`config.mk`:
```
export PLATFORM = sky130hd
export DESIGN_NAME = uart_hs_core
export DESIGN_NICKNAME = d
export VERILOG_FILES = /design/src/rtl/uart_hs_pkg.sv /design/src/rtl/uart_hs_sync.sv /design/src/rtl/uart_hs_tx.sv /design/src/rtl/uart_hs_rx.sv /design/src/rtl/uart_hs_core.sv
export SDC_FILE = /design/constraint.sdc
export NUM_CORES = 1
export LEC_CHECK = 0
export BUFFER_PORTS_ARGS = -buffer_cell sky130_fd_sc_hd__buf_4
export CAP_MARGIN = 25
export CELL_PAD_IN_SITES_DETAIL_PLACEMENT = 2
export CELL_PAD_IN_SITES_GLOBAL_PLACEMENT = 2
export CORE_ASPECT_RATIO = 0.8
export CORE_MARGIN = 4
export CORE_UTILIZATION = 38
export CTS_CLUSTER_SIZE = 40
export DETAILED_ROUTE_END_ITERATION = 10
export GPL_ROUTABILITY_DRIVEN = 1
export PLACE_DENSITY = 0.83
export SETUP_SLACK_MARGIN = 0.15
export SYNTH_ARGS = -nofsm -noshare
export SYNTH_HDL_FRONTEND = slang
export SYNTH_SLANG_ARGS = --single-unit
```
`constraint.sdc`:
```
create_clock -name clk_i -period 2.53 [get_ports clk_i]
set_clock_uncertainty 0.2 [all_clocks]
set_input_delay 0.1265 -clock clk_i [delete_from_list [all_inputs] [get_ports clk_i]]
set_output_delay 0.1265 -clock clk_i [all_outputs]
set_load 0.02 [all_outputs]
```
`src/rtl/uart_hs_pkg.sv`:
```
package uart_hs_pkg;
  localparam int REG_W    = 16;
  localparam int CHAR_W   = 8;
  // data word flag positions
  localparam int D_RXV    = 8;
  localparam int D_TXR    = 9;
  // control word positions
  localparam int C_RXBRK  = 10;
  localparam int C_TXBRK  = 11;
  localparam int C_IRQ    = 12;
  localparam int C_IE     = 13;

  typedef enum logic [2:0] {
    TX_IDLE, TX_START, TX_DATA, TX_PAR, TX_STOP
  } tx_st_e;

  typedef enum logic [2:0] {
    RX_IDLE, RX_START, RX_DATA, RX_PAR, RX_STOP, RX_HOLD
  } rx_st_e;
endpackage

```
`src/rtl/uart_hs_sync.sv`:
```
module uart_hs_sync #(
  parameter int   STAGES  = 2,
  parameter logic RST_VAL = 1'b1
) (
  input  logic clk_i,
  input  logic rst_ni,
  input  logic d_i,
  output logic q_o
);
  logic [STAGES-1:0] ff_q;

  for (genvar g = 0; g < STAGES; g++) begin : g_stage
    if (g == 0) begin : g_first
      always_ff @(posedge clk_i or negedge rst_ni)
        if (!rst_ni) ff_q[g] <= RST_VAL;
        else         ff_q[g] <= d_i;
    end else begin : g_next
      always_ff @(posedge clk_i or negedge rst_ni)
        if (!rst_ni) ff_q[g] <= RST_VAL;
        else         ff_q[g] <= ff_q[g-1];
    end
  end

  assign q_o = ff_q[STAGES-1];
endmodule

```
`src/rtl/uart_hs_tx.sv`:
```
module uart_hs_tx
  import uart_hs_pkg::*;
#(
  parameter int DATA_W = 8
) (
  input  logic              clk_i,
  input  logic              rst_ni,
  input  logic              bit_tick_i,
  input  logic              en_i,
  input  logic              par_en_i,
  input  logic              par_odd_i,
  input  logic              load_i,
  input  logic [DATA_W-1:0] data_i,
  output logic              ready_o,
  output logic              busy_o,
  output logic              line_o
);
  localparam int IDX_W = (DATA_W > 1) ? $clog2(DATA_W) : 1;
  localparam logic [IDX_W-1:0] LAST_IDX = IDX_W'(DATA_W - 1);

  tx_st_e            state_q;
  logic [DATA_W-1:0] hold_q, shift_q;
  logic              hold_full_q, par_q, par_en_q;
  logic [IDX_W-1:0]  idx_q;
  logic              launch;

  assign ready_o = en_i & ~hold_full_q;
  assign busy_o  = (state_q != TX_IDLE);
  // next frame starts on a tick from idle or straight out of a stop bit
  assign launch  = bit_tick_i & hold_full_q & en_i &
                   ((state_q == TX_IDLE) | (state_q == TX_STOP));

  always_ff @(posedge clk_i or negedge rst_ni) begin
    if (!rst_ni) begin
      state_q     <= TX_IDLE;
      hold_q      <= '0;
      shift_q     <= '0;
      hold_full_q <= 1'b0;
      par_q       <= 1'b0;
      par_en_q    <= 1'b0;
      idx_q       <= '0;
    end else begin
      if (load_i && ready_o) begin
        hold_q      <= data_i;
        hold_full_q <= 1'b1;
      end
      if (launch) begin
        state_q     <= TX_START;
        shift_q     <= hold_q;
        par_q       <= (^hold_q) ^ par_odd_i;
        par_en_q    <= par_en_i;
        hold_full_q <= 1'b0;
      end else if (bit_tick_i) begin
        unique case (state_q)
          TX_START: begin
            state_q <= TX_DATA;
            idx_q   <= '0;
          end
          TX_DATA: begin
            shift_q <= shift_q >> 1;
            if (idx_q == LAST_IDX) state_q <= par_en_q ? TX_PAR : TX_STOP;
            else                   idx_q   <= idx_q + 1'b1;
          end
          TX_PAR:  state_q <= TX_STOP;
          TX_STOP: state_q <= TX_IDLE;
          default: state_q <= TX_IDLE;
        endcase
      end
    end
  end

  always_comb begin
    unique case (state_q)
      TX_START: line_o = 1'b0;
      TX_DATA:  line_o = shift_q[0];
      TX_PAR:   line_o = par_q;
      default:  line_o = 1'b1;
    endcase
  end

  // an accepted byte occupies the holding register on the next cycle
  a_r3_hold_taken: assert property (@(posedge clk_i) disable iff (!rst_ni)
    load_i && ready_o |=> !ready_o);

  // a frame always begins with the start level
  a_r3_start_first: assert property (@(posedge clk_i) disable iff (!rst_ni)
    $rose(busy_o) |-> !line_o);
endmodule

```
`src/rtl/uart_hs_rx.sv`:
```
module uart_hs_rx
  import uart_hs_pkg::*;
#(
  parameter int DATA_W  = 8,
  parameter int OS_RATE = 16
) (
  input  logic              clk_i,
  input  logic              rst_ni,
  input  logic              os_tick_i,
  input  logic              en_i,
  input  logic              par_en_i,
  input  logic              par_odd_i,
  input  logic              rxd_i,
  output logic              busy_o,
  output logic [DATA_W-1:0] data_o,
  output logic              data_vld_o,
  output logic              brk_o
);
  localparam int OS_W  = $clog2(OS_RATE);
  localparam int IDX_W = (DATA_W > 1) ? $clog2(DATA_W) : 1;
  localparam logic [OS_W-1:0]  MID      = OS_W'(OS_RATE / 2 - 1);
  localparam logic [OS_W-1:0]  LAST     = OS_W'(OS_RATE - 1);
  localparam logic [IDX_W-1:0] LAST_IDX = IDX_W'(DATA_W - 1);

  rx_st_e            state_q;
  logic [OS_W-1:0]   cnt_q;
  logic [IDX_W-1:0]  idx_q;
  logic [DATA_W-1:0] shift_q;
  logic              acc_q, perr_q, par_en_q, par_odd_q;
  logic              vld_q, brk_q;
  logic              sample, bit_end, framing;

  assign framing = (state_q != RX_IDLE) & (state_q != RX_HOLD);
  assign sample  = os_tick_i & (cnt_q == MID);
  assign bit_end = os_tick_i & (cnt_q == LAST);

  always_ff @(posedge clk_i or negedge rst_ni) begin
    if (!rst_ni) begin
      state_q   <= RX_IDLE;
      cnt_q     <= '0;
      idx_q     <= '0;
      shift_q   <= '0;
      acc_q     <= 1'b0;
      perr_q    <= 1'b0;
      par_en_q  <= 1'b0;
      par_odd_q <= 1'b0;
      vld_q     <= 1'b0;
      brk_q     <= 1'b0;
    end else begin
      vld_q <= 1'b0;
      brk_q <= 1'b0;
      if (os_tick_i && framing) cnt_q <= (cnt_q == LAST) ? '0 : cnt_q + 1'b1;
      unique case (state_q)
        RX_IDLE: if (en_i && os_tick_i && !rxd_i) begin
          state_q   <= RX_START;
          cnt_q     <= '0;
          idx_q     <= '0;
          acc_q     <= 1'b0;
          perr_q    <= 1'b0;
          par_en_q  <= par_en_i;
          par_odd_q <= par_odd_i;
        end
        RX_START: begin
          if (sample && rxd_i) state_q <= RX_IDLE;
          else if (bit_end)    state_q <= RX_DATA;
        end
        RX_DATA: begin
          if (sample) begin
            shift_q <= {rxd_i, shift_q[DATA_W-1:1]};
            acc_q   <= acc_q ^ rxd_i;
          end
          if (bit_end) begin
            if (idx_q == LAST_IDX) state_q <= par_en_q ? RX_PAR : RX_STOP;
            else                   idx_q   <= idx_q + 1'b1;
          end
        end
        RX_PAR: begin
          if (sample)  perr_q  <= ((acc_q ^ rxd_i) != par_odd_q);
          if (bit_end) state_q <= RX_STOP;
        end
        RX_STOP: if (sample) begin
          if (rxd_i) begin
            vld_q   <= ~perr_q;
            state_q <= RX_IDLE;
          end else if (shift_q == '0) begin
            brk_q   <= 1'b1;
            state_q <= RX_HOLD;
          end else begin
            state_q <= RX_IDLE;
          end
        end
        RX_HOLD: if (rxd_i) state_q <= RX_IDLE;
        default: state_q <= RX_IDLE;
      endcase
    end
  end

  assign busy_o     = (state_q != RX_IDLE);
  assign data_o     = shift_q;
  assign data_vld_o = vld_q;
  assign brk_o      = brk_q;

  // a start bit seen high at mid-bit aborts the frame
  a_r7_false_start: assert property (@(posedge clk_i) disable iff (!rst_ni)
    (state_q == RX_START) && sample && rxd_i |=> (state_q == RX_IDLE));

  // after a break nothing is accepted until the line is high
  a_r8_break_hold: assert property (@(posedge clk_i) disable iff (!rst_ni)
    (state_q == RX_HOLD) && !rxd_i |=> (state_q == RX_HOLD) && !data_vld_o);
endmodule

```
`src/rtl/uart_hs_core.sv`:
```
module uart_hs_core
  import uart_hs_pkg::*;
#(
  parameter int OS_RATE     = 16,
  parameter int SYNC_STAGES = 2
) (
  input  logic             clk_i,
  input  logic             rst_ni,
  input  logic             bit_tick_i,
  input  logic             os_tick_i,
  input  logic             bus_sel_i,
  input  logic             bus_we_i,
  input  logic             bus_addr_i,
  input  logic [REG_W-1:0] bus_wdata_i,
  output logic [REG_W-1:0] bus_rdata_o,
  input  logic             rxd_i,
  output logic             txd_o,
  output logic             irq_o
);
  logic [1:0]        par_mode_q, if_mode_q, flow_q;
  logic              rx_ovr_q, tx_ovr_q, rx_brk_q, tx_brk_q, ie_q;
  logic              rx_valid_q;
  logic [CHAR_W-1:0] rx_byte_q;

  logic              wr_data, wr_ctrl, port_en, par_en, par_odd;
  logic              tx_ready, tx_busy, tx_line;
  logic              rx_busy, rx_vld, rx_brk, rxd_s;
  logic [CHAR_W-1:0] rx_data;
  logic              int_flag;
  logic              unused_wbits;

  assign wr_data = bus_sel_i & bus_we_i & ~bus_addr_i;
  assign wr_ctrl = bus_sel_i & bus_we_i &  bus_addr_i;
  assign port_en = |if_mode_q;
  assign par_en  = par_mode_q[1];
  assign par_odd = ~par_mode_q[0];
  assign unused_wbits = ^{bus_wdata_i[15:14], bus_wdata_i[12], bus_wdata_i[6]};

  always_ff @(posedge clk_i or negedge rst_ni) begin
    if (!rst_ni) begin
      par_mode_q <= '0;
      if_mode_q  <= '0;
      flow_q     <= '0;
      rx_ovr_q   <= 1'b0;
      tx_ovr_q   <= 1'b0;
      tx_brk_q   <= 1'b0;
      ie_q       <= 1'b0;
    end else if (wr_ctrl) begin
      par_mode_q <= bus_wdata_i[1:0];
      if_mode_q  <= bus_wdata_i[3:2];
      flow_q     <= bus_wdata_i[5:4];
      rx_ovr_q   <= bus_wdata_i[7];
      tx_ovr_q   <= bus_wdata_i[8];
      tx_brk_q   <= bus_wdata_i[C_TXBRK];
      ie_q       <= bus_wdata_i[C_IE];
    end
  end

  // break flag: set by receiver, write-one-clear, set wins
  always_ff @(posedge clk_i or negedge rst_ni) begin
    if (!rst_ni)                             rx_brk_q <= 1'b0;
    else if (rx_brk)                         rx_brk_q <= 1'b1;
    else if (wr_ctrl && bus_wdata_i[C_RXBRK]) rx_brk_q <= 1'b0;
  end

  // receive holding register; a byte arriving while full is dropped
  always_ff @(posedge clk_i or negedge rst_ni) begin
    if (!rst_ni) begin
      rx_valid_q <= 1'b0;
      rx_byte_q  <= '0;
    end else if (wr_data && bus_wdata_i[D_RXV]) begin
      rx_valid_q <= 1'b0;
    end else if (rx_vld && !rx_valid_q) begin
      rx_valid_q <= 1'b1;
      rx_byte_q  <= rx_data;
    end
  end

  uart_hs_sync #(.STAGES(SYNC_STAGES), .RST_VAL(1'b1)) u_sync (
    .clk_i  (clk_i),
    .rst_ni (rst_ni),
    .d_i    (rxd_i),
    .q_o    (rxd_s)
  );

  uart_hs_tx #(.DATA_W(CHAR_W)) u_tx (
    .clk_i      (clk_i),
    .rst_ni     (rst_ni),
    .bit_tick_i (bit_tick_i),
    .en_i       (port_en),
    .par_en_i   (par_en),
    .par_odd_i  (par_odd),
    .load_i     (wr_data & bus_wdata_i[D_TXR]),
    .data_i     (bus_wdata_i[CHAR_W-1:0]),
    .ready_o    (tx_ready),
    .busy_o     (tx_busy),
    .line_o     (tx_line)
  );

  uart_hs_rx #(.DATA_W(CHAR_W), .OS_RATE(OS_RATE)) u_rx (
    .clk_i      (clk_i),
    .rst_ni     (rst_ni),
    .os_tick_i  (os_tick_i),
    .en_i       (port_en),
    .par_en_i   (par_en),
    .par_odd_i  (par_odd),
    .rxd_i      (rxd_s),
    .busy_o     (rx_busy),
    .data_o     (rx_data),
    .data_vld_o (rx_vld),
    .brk_o      (rx_brk)
  );

  assign int_flag = rx_valid_q | tx_ready;
  assign irq_o    = int_flag & ie_q;
  assign txd_o    = tx_line & ~tx_brk_q;

  always_comb begin
    bus_rdata_o = '0;
    if (bus_sel_i) begin
      if (!bus_addr_i) begin
        bus_rdata_o[CHAR_W-1:0] = rx_byte_q;
        bus_rdata_o[D_RXV]      = rx_valid_q;
        bus_rdata_o[D_TXR]      = tx_ready;
      end else begin
        bus_rdata_o = {rx_busy, tx_busy, ie_q, int_flag, tx_brk_q, rx_brk_q,
                       tx_ready, tx_ovr_q, rx_ovr_q, 1'b0, flow_q, if_mode_q,
                       par_mode_q};
      end
    end
  end

  // a held byte survives until software releases it
  a_r6_hold_kept: assert property (@(posedge clk_i) disable iff (!rst_ni)
    rx_valid_q && !(wr_data && bus_wdata_i[D_RXV]) |=> rx_valid_q && $stable(rx_byte_q));

  // break request dominates the line
  a_r9_break_low: assert property (@(posedge clk_i) disable iff (!rst_ni)
    tx_brk_q |-> !txd_o);

  // a disabled port never starts a frame
  a_r1_off_idle: assert property (@(posedge clk_i) disable iff (!rst_ni)
    !port_en && !tx_busy |=> !tx_busy);
endmodule

```
; ---- Yosys cells after proc, flatten, opt, wreduce, memory -nomap -nowiden
; Index checks and enable logic that the tools add are counted.
[totals]
ff_bits = 71
input_bits = 24
out_inout_bits = 18
elab_cells = 170
[classes]
addsub = 3
n_eq_ne = 27
n_mux = 52
bitwise_logic = 24
reduce_logical = 35
[op_table]
columns = op, count
row1 = two-way mux 3 bit, 19
row2 = two-way mux 8 bit, 3
row3 = case mux 3 bit (6 select lines), 1
row4 = two-way mux 1 bit, 16
row5 = two-way mux 16 bit, 1
row6 = two-way mux 4 bit, 4
row7 = nonzero test 2 bit, 8
row8 = "== test 3 bit, second input constant", 5
row9 = "inequality test 2 x 1 -> 1 bit, second input constant", 7
row10 = AND 1 bit, 13
row11 = "== test 3 x 2 -> 1 bit, second input constant", 4
row12 = case mux 3 bit (2 select lines), 2
row13 = AND reduction 2 bit, 5
row14 = two-way mux 9 bit, 1
row15 = case mux 3 bit (3 select lines), 1
row16 = logical AND 1 bit, 8
row17 = zero test 8 bit, 1
row18 = AND reduction 4 bit, 2
row19 = parity 8 bit, 1
row20 = inverter 1 bit, 7
row21 = AND reduction 7 bit, 1
row22 = "adder 3 x 1 -> 3 bit, second input constant", 2
row23 = "== test 3 x 1 -> 1 bit, second input constant", 2
row24 = zero test 3 bit, 2
row25 = 16 further kinds, 25

; ---- Longest topological paths before layout
; Gate-level depths: netlist (run 1).
[logic_depth]
word_depth = 6
mapped_depth = 7
mapped_depth_nobuf = 6

; ---- Modules after synthesis
; A second synthesis (run 1) with hierarchy kept.
[hier_totals]
hier_cells = 313
area_unflattened_um2 = 3565.9
[modules_own_cells]
columns = module, instances, cells_each, area_each_um2, seq_area_each_um2
row1 = uart_hs_rx, 1, 119, 1271.2, 600.6
row2 = uart_hs_tx, 1, 112, 1197.4, 625.6
row3 = uart_hs_core, 1, 80, 1044.8, 500.5
row4 = uart_hs_sync, 1, 2, 52.6, 52.6

; ---- Least setup slack after synthesis (run 1)
; Ideal clock, no wire load.
[synth_timing]
path_type = register to register
from = reg u_rx.cnt_q[0]
to = reg u_rx.state_q[0]
setup_time_ns = 0.125
arrival_ns = 1.602
t_required_ns = 2.205
slack_ns = 0.602
stages_incl_launch_ff = 7
path_buffers = 0
period_less_slack_ns = 1.928
path_cell_list = dfrtp_1 > ha_1 > and3_1 > a31oi_1 > a31oi_1 > o221a_4 > mux2_4
[synth_via]
elab_chain_len = 5
word_cells_on_any_way = 12
cone_classes = eq/ne (6) / mux (2) / bitwise (2) / reduce/logical (2)
[synth_lines]
columns = item, line
row1 = "start, declared", uart_hs_rx.sv:26  ; logic [OS_W-1:0] cnt_q;
row2 = "start signal, assigned", uart_hs_rx.sv:52  ; if (os_tick_i && framing) cnt_q <= (cnt_q == LAST) ? '0 : cnt_q + 1'b1;
row3 = == test 4 x 3 -> 1 bit, uart_hs_rx.sv:34  ; assign sample = os_tick_i & (cnt_q == MID);
row4 = AND 1 bit, uart_hs_rx.sv:34
row5 = logical AND 1 bit, uart_hs_rx.sv:64  ; if (sample && rxd_i) state_q <= RX_IDLE;
row6 = inequality test 3 x 1 -> 1 bit (no source line) or two-way mux 3 bit (tied branches), -
row7 = AND reduction 7 bit (no source line) or case mux 3 bit (6 select lines) (tied branches), -
row8 = "end signal, assigned", uart_hs_rx.sv:73  ; if (idx_q == LAST_IDX) state_q <= par_en_q ? RX_PAR : RX_STOP;
row9 = "end, declared", uart_hs_rx.sv:25  ; rx_st_e state_q;
; Several ways; a longest one is shown, not always the timed one.
; A chain may end at the register's enable or synchronous reset.

; ---- Worst setup path in the final report (run 1)
; Same ends and word-level chain as after synthesis.

==> impl_metrics.csv, run 1 <==
group,metric,value,unit
worst_setup_path,critical_path_arrival,2.26,ns
timing,fin_worst_hold_slack,0.1045,ns
placed_design,dp_slack,0.3766,ns
worst_setup_path,worstSetupStartpoint,"u_rx.cnt_q[0]",
worst_setup_path,path_max_fanout,5,
finish,layout-area-overhead-vs-synth,23.56,%
timing,timing.fmax,445.1,MHz
synth,synth_top_area_share,49.95,%
routing,drt.antenna.violating_nets,0,
power_and_ir_drop,powerDensity,1012,nW/um^2
cts,tritoncts_buffers,9,
cts,tritoncts,"yes",
timing,grt_setup_unrepaired,"no",
power_and_ir_drop,power.static_leakage,0.002069,uW
finish,utilization,49.26,%
routing,drt_drc_violations_left,0,
synth,synth.cells.most_frequent,"sky130_fd_sc_hd__dfrtp_1 (69), sky130_fd_sc_hd__nand2_1 (31), sky130_fd_sc_hd__mux2_2 (27)",
synth,area_fraction_in_compound_gates_after_synthesis,8.433,%
timing,timing.max_slew.rel_slack,39.22,%
worst_setup_path,timing.reg2reg.setup_slack,0.28,ns
synth,largest_family_of_logic_cells_by_synthesized_area,"multiplexers",
grt,grt_first_pass_wirelength,17890,microns
worst_setup_path,worst_path_largest_cell_delay,0.41,ns
timing,min_period_over_period,88.80,%
cts,clock_sink_count,71,
worst_setup_path,path_buf_inv,1,
die,design.die.area,10700,sq um
synth,ys_async_sr_fraction,100.0,%
worst_setup_path,critical_path.cell_chain,"ha_1 > and4b_1 > inv_2 > a31oi_1 > o221a_4 > mux2_4",
die,core_area,8671,sq um
cts,cts_root_buffer,"sky130_fd_sc_hd__clkbuf_16",
power_and_ir_drop,worst_ir_drop_vdd,0.0004588,V
synth,synth_simple_gate_area_share,15.13,%
synth,synthMostInstantiatedCell,"sky130_fd_sc_hd__dfrtp_1",
worst_setup_path,r2r_start,"u_rx.cnt_q[0]",
placed_design,dp_cells,447,
routing,drt_pre_antenna_iters,4,
synth,syn-num-nets,335,
synth,post_synth_inst_count,306,
synth,number_of_flops_mapped_to_enable_cells_by_yosys,0,
flow_run,maxCapViolCount,0,
worst_setup_path,timing.critical_path.to_type,"register",
worst_setup_path,worst_path_dominant_cell_family,"compound AO/OA/AOI/OAI gates",
routing,detailedRoute.firstIterationViolations,109,
placed_design,dp_hpwl,6746,microns
worst_setup_path,critical_path_class,"register to register",
worst_setup_path,worst_path_max_delay_cell,"sky130_fd_sc_hd__dfrtp_1",
timing,final.min_clock_period,2.247,ns
timing,final.setup.tns,0,ns
synth,synthesis.area_per_instance,11.30,sq um
die,io_pins,42,
routing,avgRoutedWirePerCell,23.62,microns
cts,cts_setup_buffers,0,
synth,netlist.top_cell.by_area,"sky130_fd_sc_hd__dfrtp_1",
placed_design,place.gp.congestion,0.7911,
cts,reg_clk_slew_reported_paths,0.05,ns
die,rows,30,
die,fp.dieH,93.31,microns
synth,yosys_warnings,0,
synth,synth.area.mux_share,17.92,%
synth,synth.ff_latch_count,71,
synth,post_synth_num_cell_types,50,
synth,yosysSeqAreaShare,51.47,%
timing,report.final.slew_viol_count,0,
grt,initial_antenna_violation_count,0,
worst_setup_path,start_kind,"register",
placed_design,place.port_buffers,38,
grt,pin_count_of_the_biggest_net_entering_global_routing,72,
cts,cts.htree.levels,3,
status,run_status,"finished, final reports clean",
synth,synth_area,3457,sq um
grt,global_route.overflow_total,0,
synth,synth.top_cells.by_area,"sky130_fd_sc_hd__dfrtp_1 (50%), sky130_fd_sc_hd__mux2_2 (8.8%), sky130_fd_sc_hd__mux2i_1 (5.2%), sky130_fd_sc_hd__nand2_1 (3.4%), sky130_fd_sc_hd__nor2b_1 (2.7%)",
finish,layoutNonFillerInstCount,477,
min_path,timing.hold.worst.start,"os_tick_i",
worst_setup_path,cp_data_required_time,2.54,ns
grt,grt_overall_usage,22.46,%
routing,post_drt_via_cell_ratio,5.648,
timing,report.final.setup_viol,0,
die,overall_die_width,114.6,microns
min_path,hp_class,"primary input to register",
timing,hold_violations,0,
timing,layout_setup_ws,0.2834,ns
finish,drive_gt1_share,24.93,%
synth,main_synth_ff_type,"sky130_fd_sc_hd__dfrtp_1",
finish,nets,392,
timing,max_slew.worst_pin.slew,0.9117,ns
routing,vias,2694,
cts,clk-insertion-delay-late,0.34,ns
grt,grt_pass1_vias,3064,
routing,totalWireLength,11270,microns
die,floorplan.initialDensity,39.87,%
cts,clockBufferDepth,2,
synth,synthAdderAreaFrac,1.810,%
synth,synth_xor_xnor_area_share,3.040,%
finish,diodes,0,
==> state kept, by name, summed over array words and instances, names as in the netlist, 2 cells and up <==
signal / flops
flow_q: 2
if_mode_q: 2
par_mode_q: 2
rx_byte_q: 8
u_rx.cnt_q: 4
u_rx.data_o: 8
u_rx.idx_q: 3
u_rx.state_q: 3
u_tx.hold_q: 8
u_tx.idx_q: 3
u_tx.shift_q: 8
u_tx.state_q: 3
==> final timing paths <==
kind                                   endpoint  cells after the start
worst max-delay path            u_rx.state_q[0]                      6
min in group asynchronous         u_rx.cnt_q[0]                      2
max in group asynchronous       u_rx.state_q[2]                      2
worst min register to register       u_sync.q_o                      0
worst min-delay path              u_rx.cnt_q[1]                      4
worst max register to register  u_rx.state_q[0]                      6
==> through the flow <==
step                total power (uW)  cell area, sq um
finish                          4322              4272
global route                    4556              4272
CTS                             4308              4267
detailed placement              3052              3844
global placement                2922              3844
floorplan                       2616              3457
==> tightest hold or removal path, delay by kind of cell <==
kind	cells	cell delay [ns]
AOI/OAI and AO/OA	2	0.26
buffers and inverters	1	0.13
and+or+nand+nor	1	0.07
==> metal layers <==
metal	routed length [microns]	up-vias	global-route usage (%)
li1	-	1196	-
met1	4845	1413	27.57
met2	5816	70	39.63
met3	433	15	5.304
met4	175	0	5.737
met5	0	-	0
==> where the power goes <==
group	total (uW)	internal (uW)	leakage (uW)	switching [uW]
clock	1140	670	0.000127	468
sequential	1750	1400	0.000925	350
combinational	1430	654	0.00102	777
total	4320	2730	0.00207	1590
==> what timing repair did <==
| item | CTS | global route |
|---|---|---|
| gates resized for setup | 0 | 1 |
| endpoints found under the setup margin | 0 | 1 |
| hold buffers | 17 | 0 |
| endpoints found under the hold margin | 93 | 0 |
==> cells in the final DEF, fill, tap and decap left out, drive strengths merged, types with 8 or more instances in the layout <==
| cell | instances |
|---|---|
| nand2 | 31 |
| dfrtp | 69 |
| buf | 39 |
| clkbuf | 11 |
| nor2b | 15 |
| o21ai | 20 |
| xnor2 | 9 |
| mux2i | 18 |
| mux2 | 38 |
| nor2 | 17 |
| inv | 8 |
| dlygate4sd3 | 17 |
==> kinds of logic after synthesis <==
logic type | after synthesis
simple gates | 100
flops | 71
fa+ha+maj | 5
xor+xnor | 12
compound gates | 44
buf+inv | 18
mux | 56
==> final cells by class <==
class                           instances  area, sq um
Clock inverter                          2        10.01
Multi-Input combinational cell        217         1607
Fill cell                             892         4399
Timing Repair Buffer                   56        462.9
Clock buffer                           11        242.7
Inverter                                8        30.03
Tap cell                              112        140.1
Sequential cell                        71         1779
Power figures use the tool's default switching activity.
==> inputs of run 2 (changes only) <==
RECOVER_POWER = 25   (was default)
==> impl_metrics.csv, run 2 (synthesis results as in run 1) <==
group,metric,value,unit
min_path,hp_class,"primary input to register",
routing,detailedRoute.firstIterationViolations,93,
placed_design,place.gp.congestion,0.7911,
finish,nets,392,
finish,leading_cell_type_in_the_layout_fill_and_taps_excluded,"sky130_fd_sc_hd__dfrtp_1",
timing,hold_violations,0,
finish,n_fill_cell,898,
timing,report.final.slew_viol_count,72,
status,violations,"max-capacitance violations, max-slew violations",
cts,clockBufferDepth,2,
routing,avgRoutedWirePerCell,23.51,microns
placed_design,dp_slack,0.3766,ns
worst_setup_path,critical_path.cell_chain,"ha_1 > and4b_1 > inv_2 > a31oi_1 > o221a_4 > mux2_4",
timing,min_period_over_period,88.50,%
timing,timing.fmax,446.6,MHz
finish,utilization,49.06,%
status,run_status,"finished, violations left",
power_and_ir_drop,powerDensity,1013,nW/um^2
die,fp.dieH,93.31,microns
grt,grt_overall_usage,22.46,%
worst_setup_path,worst_path_dominant_cell_family,"compound AO/OA/AOI/OAI gates",
timing,timing.max_slew.rel_slack,-17.97,%
routing,drt_pre_antenna_iters,4,
worst_setup_path,start_kind,"register",
grt,pin_count_of_the_biggest_net_entering_global_routing,72,
die,rows,30,
timing,grt_setup_unrepaired,"no",
timing,final.min_clock_period,2.239,ns
grt,global_route.overflow_total,0,
routing,totalWireLength,11210,microns
placed_design,dp_hpwl,6746,microns
worst_setup_path,path_max_fanout,5,
timing,final.setup.tns,0,ns
finish,mostFrequentLayoutCells,"sky130_fd_sc_hd__dfrtp_1 (69), sky130_fd_sc_hd__buf_4 (33), sky130_fd_sc_hd__nand2_1 (31)",
die,design.die.area,10700,sq um
die,io_pins,42,
timing,fin_worst_hold_slack,0.1050,ns
finish,sequential_cell_area,1779,sq um
timing,layout_setup_ws,0.2911,ns
placed_design,place.port_buffers,38,
timing,max_slew.worst_pin.slew,1.770,ns
worst_setup_path,critical_path_class,"register to register",
worst_setup_path,worst_path_max_delay_cell,"sky130_fd_sc_hd__dfrtp_1",
routing,post_drt_via_cell_ratio,5.597,
worst_setup_path,path_buf_inv,1,
cts,clk-insertion-delay-late,0.34,ns
placed_design,dp_cells,447,
worst_setup_path,worst_path_largest_cell_delay,0.41,ns
cts,tritoncts_buffers,9,
routing,drt.antenna.violating_nets,0,
finish,drive_gt1_share,23.84,%
worst_setup_path,cp_data_required_time,2.55,ns
power_and_ir_drop,worst_ir_drop_vdd,0.0004596,V
timing,report.final.setup_viol,0,
worst_setup_path,critical_path_arrival,2.25,ns
worst_setup_path,timing.critical_path.to_type,"register",
finish,area_taken_by_multi_input_logic_gates,1607,sq um
die,overall_die_width,114.6,microns
grt,grt_first_pass_wirelength,17890,microns
power_and_ir_drop,power.static_leakage,0.002052,uW
cts,clock_sink_count,71,
flow_run,maxCapViolCount,1,
grt,grt_pass1_vias,3064,
finish,layout-area-overhead-vs-synth,23.05,%
routing,vias,2670,
cts,cts.htree.levels,3,
cts,reg_clk_slew_reported_paths,0.05,ns
finish,layoutNonFillerInstCount,477,
die,floorplan.initialDensity,39.87,%
cts,tritoncts,"yes",
finish,diodes,0,
cts,cts_root_buffer,"sky130_fd_sc_hd__clkbuf_16",
die,core_area,8671,sq um
grt,initial_antenna_violation_count,0,
routing,drt_drc_violations_left,0,
==> run 2: cell types whose count changed in the layout (fill, tap and decap cells not counted) <==
cell / previous run / this run
sky130_fd_sc_hd__clkbuf_1: 1 / 5
sky130_fd_sc_hd__clkbuf_4: 0 / 1
sky130_fd_sc_hd__clkbuf_2: 0 / 1
sky130_fd_sc_hd__buf_4: 39 / 33
==> run 2: where the power goes <==
part	internal (uW)	switching, uW	total (uW)	leakage, uW
logic	651	773	1420	0.00100
clock network	670	464	1130	0.000127
registers	1400	347	1750	0.000925
total	2730	1580	4310	0.00205
==> run 2: tightest hold or removal path, stage by stage <==
cell and delay [ns]:
sky130_fd_sc_hd__buf_4 0.13, sky130_fd_sc_hd__a21boi_2 0.19, sky130_fd_sc_hd__nand2_1 0.07, sky130_fd_sc_hd__o21ai_0 0.07
==> run 2: routing by layer <==
layer	track usage (%)	wire length, microns
met1	27.57	4745
met2	39.63	5806
met3	5.304	469
met4	5.737	192
met5	0	0
==> run 2: path summary, 6_finish.rpt <==
| check | start | end | slack, ns | cells after the start |
|---|---|---|---|---|
| setup / recovery | u_rx.cnt_q[0] | u_rx.state_q[0] | 0.29 | 6 |
| hold / removal | os_tick_i | u_rx.cnt_q[1] | 0.10 | 4 |
| setup reg to reg | u_rx.cnt_q[0] | u_rx.state_q[0] | 0.29 | 6 |
| hold reg to reg | u_sync.ff_q[0] | u_sync.q_o | 0.16 | 0 |
| max in group asynchronous | rst_ni | u_rx.state_q[2] | 0.47 | 2 |
| min in group asynchronous | rst_ni | u_rx.cnt_q[0] | 0.61 | 2 |
==> run 2: metrics by stage <==
stage          total power, uW  instance area [sq um]
5_1_grt                   4553                   4254
6_report                  4310                   4254
3_3_place_gp              2922                   3844
4_1_cts                   4308                   4267
3_5_place_dp              3052                   3844
2_1_floorplan             2616                   3457
==> run 2: repair_timing <==
action                                 4_1_cts  5_1_grt
hold buffers                                17        0
resized for setup                            0        1
setup endpoints to repair                    0        1
setup buffers                                0        0
endpoints found under the hold margin       93        0
==> run 2: cell type report <==
type                    count  area share, %
repair buffers             56          10.47
well taps                 112          3.294
inverters                   8         0.7059
multi-input cells         217          37.76
flip-flops and latches     71          41.82
clock inverters             2         0.2353
clock buffers              11          5.706
